### src/rtl/ffsk_tx_pkg.sv
// Shared types and the check-word arithmetic for the FSK transmit framer.
// Assumes bytes are 8 bits wide and the CRC register is 15 bits wide.
package ffsk_tx_pkg;

    localparam int BYTE_W = 8;
    localparam int CRC_W  = 15;
    localparam logic [CRC_W-1:0] CRC_MASK = 15'h6815;

    typedef enum logic [1:0] {ST_IDLE, ST_SEND, ST_HANG} tx_state_t;
    typedef enum logic [1:0] {K_DATA, K_CKHI, K_CKLO} unit_kind_t;

    // Advance the CRC by one byte, MSB first, with feedback from the top bit.
    function automatic logic [CRC_W-1:0] crc_byte(input logic [CRC_W-1:0] c_in,
                                                  input logic [BYTE_W-1:0] d);
        logic [CRC_W-1:0] c;
        logic fb;
        c = c_in;
        for (int i = BYTE_W - 1; i >= 0; i--) begin
            fb = d[i] ^ c[CRC_W-1];
            c  = {c[CRC_W-2:0], 1'b0};
            if (fb) c = c ^ CRC_MASK;
        end
        return c;
    endfunction

endpackage

### src/rtl/ffsk_bit_timer.sv
// Bit-period divider: a free-running counter that pulses `tick` for one
// clock every BIT_DIV clocks. Assumes BIT_DIV >= 2.
module ffsk_bit_timer #(
    parameter int BIT_DIV = 3360
) (
    input  logic clk,
    input  logic rst_n,
    output logic tick
);
    localparam int CW = $clog2(BIT_DIV);
    localparam logic [CW-1:0] LAST = CW'(BIT_DIV - 1);

    logic [CW-1:0] cnt;

    // Count clocks within the bit period and wrap at the last one.
    always_ff @(posedge clk) begin
        if (!rst_n)           cnt <= '0;
        else if (cnt == LAST) cnt <= '0;
        else                  cnt <= cnt + 1'b1;
    end

    assign tick = (cnt == LAST);

    generate
        if (BIT_DIV > 1) begin : g_strobe_chk
            p_strobe_single_r1: assert property (@(posedge clk) disable iff (!rst_n)
                tick |=> !tick);
        end
    endgenerate
endmodule

### src/rtl/ffsk_byte_framer.sv
// Byte framer: a one-byte holding buffer, the MSB-first serializer, check
// word insertion after each group of GROUP data bytes, and the hang bit.
// Assumes ck_enable is held steady while a transmission is in progress.
module ffsk_byte_framer
    import ffsk_tx_pkg::*;
#(
    parameter int GROUP = 6
) (
    input  logic              clk,
    input  logic              rst_n,
    input  logic              tick,
    input  logic              ck_enable,
    input  logic              wr_valid,
    input  logic [BYTE_W-1:0] wr_data,
    output logic              tx_ready,
    output logic              tx_idle,
    output logic              tx_bit
);
    localparam int GW = $clog2(GROUP + 1);
    localparam int IW = $clog2(BYTE_W);
    localparam logic [IW-1:0] LAST_BIT = IW'(BYTE_W - 1);
    localparam logic [GW-1:0] LAST_GRP = GW'(GROUP - 1);

    tx_state_t          state;
    unit_kind_t         kind;
    logic               buf_full;
    logic [BYTE_W-1:0]  buf_data;
    logic [BYTE_W-1:0]  cur;
    logic [BYTE_W-1:0]  ck_lo;
    logic [IW-1:0]      idx;
    logic [GW-1:0]      gcnt;
    logic [CRC_W-1:0]   crc;
    logic               par;

    logic [CRC_W-1:0]   crc_next;
    logic               par_next;
    logic [2*BYTE_W-1:0] ck_word;
    logic               close_grp;

    // Fold the byte now ending into the group CRC and the running parity.
    always_comb begin
        crc_next  = crc_byte(crc, cur);
        par_next  = par ^ (^cur);
        ck_word   = {crc_next, par_next ^ (^crc_next)};
        close_grp = ck_enable && (gcnt == LAST_GRP);
    end

    // Buffer intake, then bit sequencing at each strobe.
    always_ff @(posedge clk) begin
        if (!rst_n) begin
            state    <= ST_IDLE;
            kind     <= K_DATA;
            buf_full <= 1'b0;
            buf_data <= '0;
            cur      <= '0;
            ck_lo    <= '0;
            idx      <= '0;
            gcnt     <= '0;
            crc      <= '0;
            par      <= 1'b0;
        end else begin
            if (wr_valid && !buf_full) begin
                buf_full <= 1'b1;
                buf_data <= wr_data;
            end
            if (tick) begin
                case (state)
                    ST_IDLE: if (buf_full) begin
                        cur      <= buf_data;
                        kind     <= K_DATA;
                        idx      <= '0;
                        buf_full <= 1'b0;
                        state    <= ST_SEND;
                    end
                    ST_SEND: if (idx != LAST_BIT) begin
                        idx <= idx + 1'b1;
                    end else begin
                        idx <= '0;
                        if (kind == K_DATA && close_grp) begin
                            cur  <= ck_word[2*BYTE_W-1:BYTE_W];
                            ck_lo <= ck_word[BYTE_W-1:0];
                            kind <= K_CKHI;
                            gcnt <= '0;
                            crc  <= '0;
                            par  <= 1'b0;
                        end else if (kind == K_CKHI) begin
                            cur  <= ck_lo;
                            kind <= K_CKLO;
                        end else begin
                            if (kind == K_DATA && ck_enable) begin
                                gcnt <= gcnt + 1'b1;
                                crc  <= crc_next;
                                par  <= par_next;
                            end else if (kind == K_DATA) begin
                                gcnt <= '0;
                                crc  <= '0;
                                par  <= 1'b0;
                            end
                            if (buf_full) begin
                                cur      <= buf_data;
                                kind     <= K_DATA;
                                buf_full <= 1'b0;
                            end else begin
                                state <= ST_HANG;
                                gcnt  <= '0;
                                crc   <= '0;
                                par   <= 1'b0;
                            end
                        end
                    end
                    ST_HANG: state <= ST_IDLE;
                    default: state <= ST_IDLE;
                endcase
            end
        end
    end

    assign tx_ready = !buf_full;
    assign tx_idle  = (state == ST_IDLE);
    assign tx_bit   = (state == ST_SEND) ? cur[LAST_BIT - idx] : 1'b1;

    p_hold_between_ticks_r1: assert property (@(posedge clk) disable iff (!rst_n)
        !tick |=> $stable(state) && $stable(idx) && $stable(cur));
    p_hang_one_bit_r5: assert property (@(posedge clk) disable iff (!rst_n)
        (state == ST_HANG && tick) |=> (state == ST_IDLE));
    p_buffer_kept_r6: assert property (@(posedge clk) disable iff (!rst_n)
        (buf_full && !tick) |=> buf_full && $stable(buf_data));
    p_ck_pair_r3: assert property (@(posedge clk) disable iff (!rst_n)
        (state == ST_SEND && kind == K_CKHI && idx == LAST_BIT && tick)
            |=> (state == ST_SEND && kind == K_CKLO));
endmodule

### src/rtl/ffsk_tone_nco.sv
// Tone phase accumulator: adds a per-bit increment every clock while the
// line is active and holds while idle. No reset between bits keeps the
// phase continuous.
module ffsk_tone_nco #(
    parameter int BIT_DIV = 3360,
    parameter int PHASE_W = 16
) (
    input  logic               clk,
    input  logic               rst_n,
    input  logic               run,
    input  logic               bit_in,
    output logic [PHASE_W-1:0] phase
);
    localparam longint FULL      = longint'(1) << PHASE_W;
    localparam logic [PHASE_W-1:0] INC_MARK  = PHASE_W'((FULL + BIT_DIV / 2) / BIT_DIV);
    localparam logic [PHASE_W-1:0] INC_SPACE = PHASE_W'((3 * FULL / 2 + BIT_DIV / 2) / BIT_DIV);

    // Step the phase by the tone chosen for the bit on the line.
    always_ff @(posedge clk) begin
        if (!rst_n)   phase <= '0;
        else if (run) phase <= phase + (bit_in ? INC_MARK : INC_SPACE);
    end

    p_phase_hold_r8: assert property (@(posedge clk) disable iff (!rst_n)
        !run |=> $stable(phase));
endmodule

### src/rtl/ffsk_tx_framer.sv
// Top of the FSK transmit path: bit timer, byte framer and tone NCO.
// Assumes a master clock of BIT_DIV times the bit rate.
module ffsk_tx_framer #(
    parameter int BIT_DIV = 3360,
    parameter int GROUP   = 6,
    parameter int PHASE_W = 16
) (
    input  logic               clk,
    input  logic               rst_n,
    input  logic               ck_enable,
    input  logic               wr_valid,
    input  logic [7:0]         wr_data,
    output logic               tx_ready,
    output logic               tx_idle,
    output logic               tx_bit,
    output logic               bit_strobe,
    output logic [PHASE_W-1:0] tone_phase
);
    logic tick;

    ffsk_bit_timer #(.BIT_DIV(BIT_DIV)) i_timer (
        .clk(clk), .rst_n(rst_n), .tick(tick));

    ffsk_byte_framer #(.GROUP(GROUP)) i_framer (
        .clk(clk), .rst_n(rst_n), .tick(tick), .ck_enable(ck_enable),
        .wr_valid(wr_valid), .wr_data(wr_data), .tx_ready(tx_ready),
        .tx_idle(tx_idle), .tx_bit(tx_bit));

    ffsk_tone_nco #(.BIT_DIV(BIT_DIV), .PHASE_W(PHASE_W)) i_nco (
        .clk(clk), .rst_n(rst_n), .run(!tx_idle), .bit_in(tx_bit),
        .phase(tone_phase));

    assign bit_strobe = tick;

    p_idle_ready_r7: assert property (@(posedge clk) disable iff (!rst_n)
        (tx_idle && !tx_ready && !bit_strobe) |=> tx_idle);
endmodule

### config.mk
export PLATFORM = sky130hd
export DESIGN_NAME = ffsk_tx_framer
export DESIGN_NICKNAME = d
export VERILOG_FILES = /design/src/rtl/ffsk_tx_pkg.sv /design/src/rtl/ffsk_bit_timer.sv /design/src/rtl/ffsk_byte_framer.sv /design/src/rtl/ffsk_tone_nco.sv /design/src/rtl/ffsk_tx_framer.sv
export SDC_FILE = /design/constraint.sdc
export NUM_CORES = 1
export LEC_CHECK = 0
export ABC_AREA = 1
export ABC_CLOCK_PERIOD_IN_PS = 6000
export CORE_ASPECT_RATIO = 1.4
export CORE_MARGIN = 2
export CORE_UTILIZATION = 45
export CTS_CLUSTER_DIAMETER = 100
export DETAILED_ROUTE_END_ITERATION = 10
export MAX_ROUTING_LAYER = met4
export PLACE_DENSITY = 0.61
export SLEW_MARGIN = 20
export SYNTH_ARGS = -nofsm -noshare
export SYNTH_HDL_FRONTEND = slang
export SYNTH_HIERARCHICAL = 1
export SYNTH_SLANG_ARGS = --single-unit
### constraint.sdc
create_clock -name clk -period 6 [get_ports clk]
set_input_delay 0.6 -clock clk [delete_from_list [all_inputs] [get_ports clk]]
set_output_delay 0.6 -clock clk [all_outputs]
set_load 0.01 [all_outputs]
* Yosys cells after proc, flatten, opt, wreduce, memory -nomap -nowiden
Cells that the tools add are included.
** Word-level totals
- Register bits after elaboration :: 79
- Bits of input ports :: 12
- Output and inout bits :: 20
** Operators by class
- $add $sub $neg :: 5
- $lt $le $gt $ge :: 1
- Equality and inequality tests :: 12
- Multiplexer cells :: 53
- Bitwise gates (word level) :: 20
- Reductions and logical operators :: 16
** Operators with widths (number)
- $mux 15 :: 13
- $not 6->6 :: 8
- $mux 8 :: 4
- $mux 3 :: 7
- $mux 2 :: 9
- $add 16x16->16 :: 1
- $pmux 8 s2 :: 1
- $reduce_xor 15->1 :: 1
- $mux 1 :: 13
- $add 12x1->12 const B :: 1
- $eq 12x12->1 const B :: 1
- $xor 1x1->1 :: 10
- $ne 2x2->1 const B :: 4
- $pmux 2 s2 :: 2
- $reduce_xor 8->1 :: 1
- $add 3x1->3 const B :: 2
- $pmux 3 s2 :: 1
- $reduce_and 3->1 :: 2
- $reduce_and 6->1 :: 1
- $reduce_and 5->1 :: 1
- $eq 2x1->1 const B :: 2
- $logic_and 1x1->1 :: 4
- $logic_not 2->1 :: 2
- $lt 3x4->1 const B :: 1
- 13 further kinds :: 15

* Longest topological paths before layout
- Depth in word-level cells :: 20
- Depth in mapped cells :: 28
- Depth with buffers taken out :: 28

* Modules after synthesis
Netlist, hierarchy kept.
** By module, submodules not included
- ffsk_byte_framer :: instances 1, cells each 527, area each 3493.4 um^2
- ffsk_tone_nco :: instances 1, cells each 139, area each 895.9 um^2
- ffsk_bit_timer :: instances 1, cells each 79, area each 596.8 um^2
- ffsk_tx_framer :: instances 1, cells each 1, area each 3.8 um^2

* Worst setup path after synthesis
OpenSTA, ideal clock, no wires.
- Path type :: register to register
- From :: register i_timer.cnt[0]
- To :: register i_framer.crc[2]
- Setup time :: 70 ps
- Data arrival time :: 2276 ps
- Data required time :: 5930 ps
- Setup slack :: 3654 ps
- Cell stages (with the launch flop) :: 14
- Path buffers :: 1
- Cells stage by stage :: dfxtp_1 ha_1 nand3_2 nand3b_4 inv_1 inv_1 nor3_1 nand3_1 nor2_1 nand3_1 inv_1 buf_2 nand2_1 a21oi_1
** On the way
- Cells in the longest elaborated chain, start to end :: 2
** Ends and longest elaborated chain
- from (decl) :: RTL line ffsk_bit_timer.sv:13 : logic [CW-1:0] cnt;
- from (signal assigned) :: RTL line ffsk_bit_timer.sv:19 : else cnt <= cnt + 1'b1;
- $eq 12x12->1 :: RTL line ffsk_bit_timer.sv:22 : assign tick = (cnt == LAST);
- via bit_strobe :: RTL line ffsk_tx_framer.sv:16 : output logic bit_strobe,
- $reduce_and 5->1 (no line)
- to (signal assigned) :: RTL line ffsk_byte_framer.sv:92 : crc <= crc_next;
- to (decl) :: RTL line ffsk_byte_framer.sv:32 : logic [CRC_W-1:0] crc;
The timed path passes the listed nets, and every way through them passes these cells.
A chain may end at the register's enable or synchronous reset.

* Worst setup path in the final report
- From :: register i_framer.state[0]
- To :: register i_framer.crc[5]
** On the way
- Cells in the longest elaborated chain, start to end :: 2
** Ends and longest elaborated chain
- from (decl) :: RTL line ffsk_byte_framer.sv:24 : tx_state_t state;
- from (signal assigned) :: RTL line ffsk_byte_framer.sv:51 : state <= ST_IDLE;
- from (signal assigned) :: RTL line ffsk_byte_framer.sv:73 : state <= ST_SEND;
- from (signal assigned) :: RTL line ffsk_byte_framer.sv:104 : state <= ST_HANG;
- $eq 2x1->1 :: RTL line ffsk_byte_framer.sv:67 : case (state)
- $reduce_and 5->1 (no line)
No other way between the ends.

==> results by group <==
Worst setup path
  • CP Class: reg2reg
  • Element type at the critical path end: flop
  • Arrival @ worst endpoint: around 3400 ps
  • Worst Path Max Fanout: 14
  • Critical Path Source Type: flop
  • CP required: between 6000 and 7000 ps

Route
  • DRC viols: 0
  • Post-DR vias/cell: roughly 5.2
  • Vias: roughly 4700
  • Drt total wl: 12.8 mm
  • Wire per inst: between 10 and 15 um
  • DR iter-0 viols: ~220
  • DR pass1 iterations: 5
  • Final ANT Viol Nets: 0

Global route
  • Grt met3 use: 0.0351
  • All-Layer GR Usage: 0.229
  • Initial antenna violation count: 0
  • Number of global-route vias before repair: about 4500
  • First-pass GRT wire length: ~21 mm
  • Total global routing overflow: 0
  • Largest net degree at the start of global routing: 42
  • M1 GR Usage: 0.254
  • M2 GR Usage: 0.407
  • Most crowded layer after global routing: met2

CTS
  • PostCTS Resize Cnt: 0
  • CTS tree: yes
  • Clock root cell: clkbuf_16
  • CTS Buf Count: 9
  • H-tree depth: 3
  • Post-CTS setup buffers: 0
  • Sink Count: between 70 and 80
  • Clk_lat worst skew: between 300 and 400 ps
  • Worst-path clk slew: roughly 60 ps
  • # hold bufs at CTS: 0
  • Clock tree buffer depth: 2

Timing
  • Unrepaired setup endpoints after global routing: false
  • Hold Slack: approximately 460 ps
  • Final setup margin: 2830 ps
  • Final Cycle Share: 0.528
  • Final setup fails: 0
  • Final Hold Viols: 0
  • Maximum clock rate: approximately 320 MHz
  • Clock period minus final worst setup slack: 3170 ps
  • Sum of negative setup slack: 0 ps
  • Slew headroom: 0.406
  • Fin Clk Skew: about 5.5 ps
  • Slew Limit Fails: 0
  • Slew @ Worst Pin: 888 ps

Final layout
  • Nets@finish: 789
  • Layout cells sized above 1: 0.115
  • Synth-to-Final Area Change: 14.3%
  • Final non-filler cell total: 915
  • # diodes: 0
  • Fillers: approximately 1100

Synthesis
  • Register bit count reported by yosys: 79
  • Avg Cell Area, Syn: approximately 6.7 sq um
  • Post-Syn Instances: 746
  • Leading area contributor after synthesis: dfxtp_1
  • Syn Nets: 766
  • Area contributors post-synth: dfxtp_1 (32%), nand2_1 (14%), inv_1 (6.6%), nor2_1 (6.0%), a21oi_1 (5.4%)
  • Post-synth top area share: 0.317
  • Sequential fraction of the synthesis area: 0.317
  • Count of different cell masters after synthesis: 40
  • Synth warn: 6
  • Synth Cell Area: ~0.0050 sq mm

Placed design
  • Gpl congestion: ~0.92
  • Setup slack after placement: approximately 2900 ps
  • IO buf count: 31
  • Post-Place Cells: roughly 900
  • Dpl hpwl: 9.84 mm

Outcome
  • Status: finished clean

Die
  • Ports: 32
  • Die footprint: around 0.012 sq mm
  • Die Wd: slightly above 90 um
  • Core footprint: between 0.01 and 0.015 sq mm
  • DIE HEIGHT: 129 um
  • Cell row count: 45
  • Initial core utilization: 0.462

Pwr
  • Worst VDD drop: 0.000150 V
  • Pwr dens: between 200 and 250 mW/mm^2
  • P_leak: between 0.002 and 0.003 uW

Min path
  • Hold WC Path Type: reg2reg

Run
  • Maxcap violations: 0
-- power breakdown --
part	switching [uW]	internal [uW]
clock	211	355
combinational	25.4	16.8
sequential	4.75	531
total	241	903
-- layout make-up --
type	instances	area (sq um)	area share
tap	141	176	0.0309
inverter	100	378	0.0662
multi-input combinational	547	2940	0.516
clock buffer	13	270	0.0474
timing repair buffer	32	318	0.0557
clock inverter	3	40.0	0.00702
sequential	79	1580	0.277
-- cell usage in the layout (no fill, tap or decap), drive strengths merged, types with 2 or more instances in the layout --
cell type	netlist	routed
a211oi	3	3
a21oi	54	54
a31oi	4	4
clkbuf	16	13
clkdlybuf4s50	0	31
clkinv	2	4
dfxtp	79	79
ha	8	8
inv	98	98
nand2	224	224
nand3	61	61
nand3b	4	4
nand4	3	3
nor2	87	87
nor3	2	2
o211ai	12	12
o21ai	43	43
o22ai	3	3
xnor2	11	11
xor2	20	20
-- per-stage QoR --
stage               area [sq um]   util  power, uW
floorplan                   4990      -        573
global placement            5400  0.499        589
detailed placement          5400  0.499        590
CTS                         5710  0.528       1160
global route                5710  0.528       1180
finish                      5710  0.528       1140
-- routing by layer --
layer,vias up,share of wire
li1,2421,-
met4,0,0.029
met1,2198,0.41
met2,97,0.53
met3,24,0.031
met5,-,0
-- cells by family after synthesis --
logic type	Yosys count	synth area share
buffers and inverters	120	0.0935
flip-flops	79	0.317
AND/OR/NAND/NOR	383	0.373
AO/OA/AOI/OAI	124	0.138
adder cells (fa/ha/maj)	8	0.0201
XOR/XNOR	32	0.0589
-- state kept, by name (all words and copies together) (netlist names), 2 cells and up --
register,cells
i_nco/phase,16
i_framer/crc,15
i_timer/cnt,12
i_framer/buf_data,8
i_framer/ck_lo,8
i_framer/cur,8
i_framer/gcnt,3
i_framer/idx,3
i_framer/kind,2
i_framer/state,2
-- critical path: stages (launching register included) --
cell and delay (ps):
dfxtp_1 360, inv_1 70, nor2_1 500, clkinv_1 430
nor3_1 240, nand3_1 120, nor2_1 390, nand3_1 270
inv_1 400, nand2_1 120, a21oi_1 160
-- cells in the mapped netlist (all sizes together) --
cell type / number
clkinv: 2
nor2: 87
a221oi: 1
inv: 98
o21ai: 43
o221ai: 1
nand4: 3
nor3: 2
ha: 8
o211a: 1
a2111oi: 1
a31oi: 4
or2: 1
a32oi: 1
clkbuf: 16
dfxtp: 79
nand3b: 4
xnor3: 1
o22ai: 3
and2: 1
nand3: 61
a211oi: 3
a21oi: 54
buf: 4
o211ai: 12
xor2: 20
nand2: 224
xnor2: 11
-- path summary, 6_finish.rpt --
| check | from | end | slack, ps | cells past startpoint |
|---|---|---|---|---|
| min reg2reg | i_framer/buf_data[4]$_SDFFE_PN0P_ | i_framer/buf_data[4]$_SDFFE_PN0P_ | 460 | 2 |
| max | i_framer/state[0]$_SDFFE_PN0P_ | i_framer/crc[5]$_SDFFE_PN0P_ | 2830 | 10 |
| max reg2reg | i_framer/state[0]$_SDFFE_PN0P_ | i_framer/crc[5]$_SDFFE_PN0P_ | 2830 | 10 |
| min | i_framer/buf_data[4]$_SDFFE_PN0P_ | i_framer/buf_data[4]$_SDFFE_PN0P_ | 460 | 2 |
No activity file was read; power rests on OpenSTA's default activity.
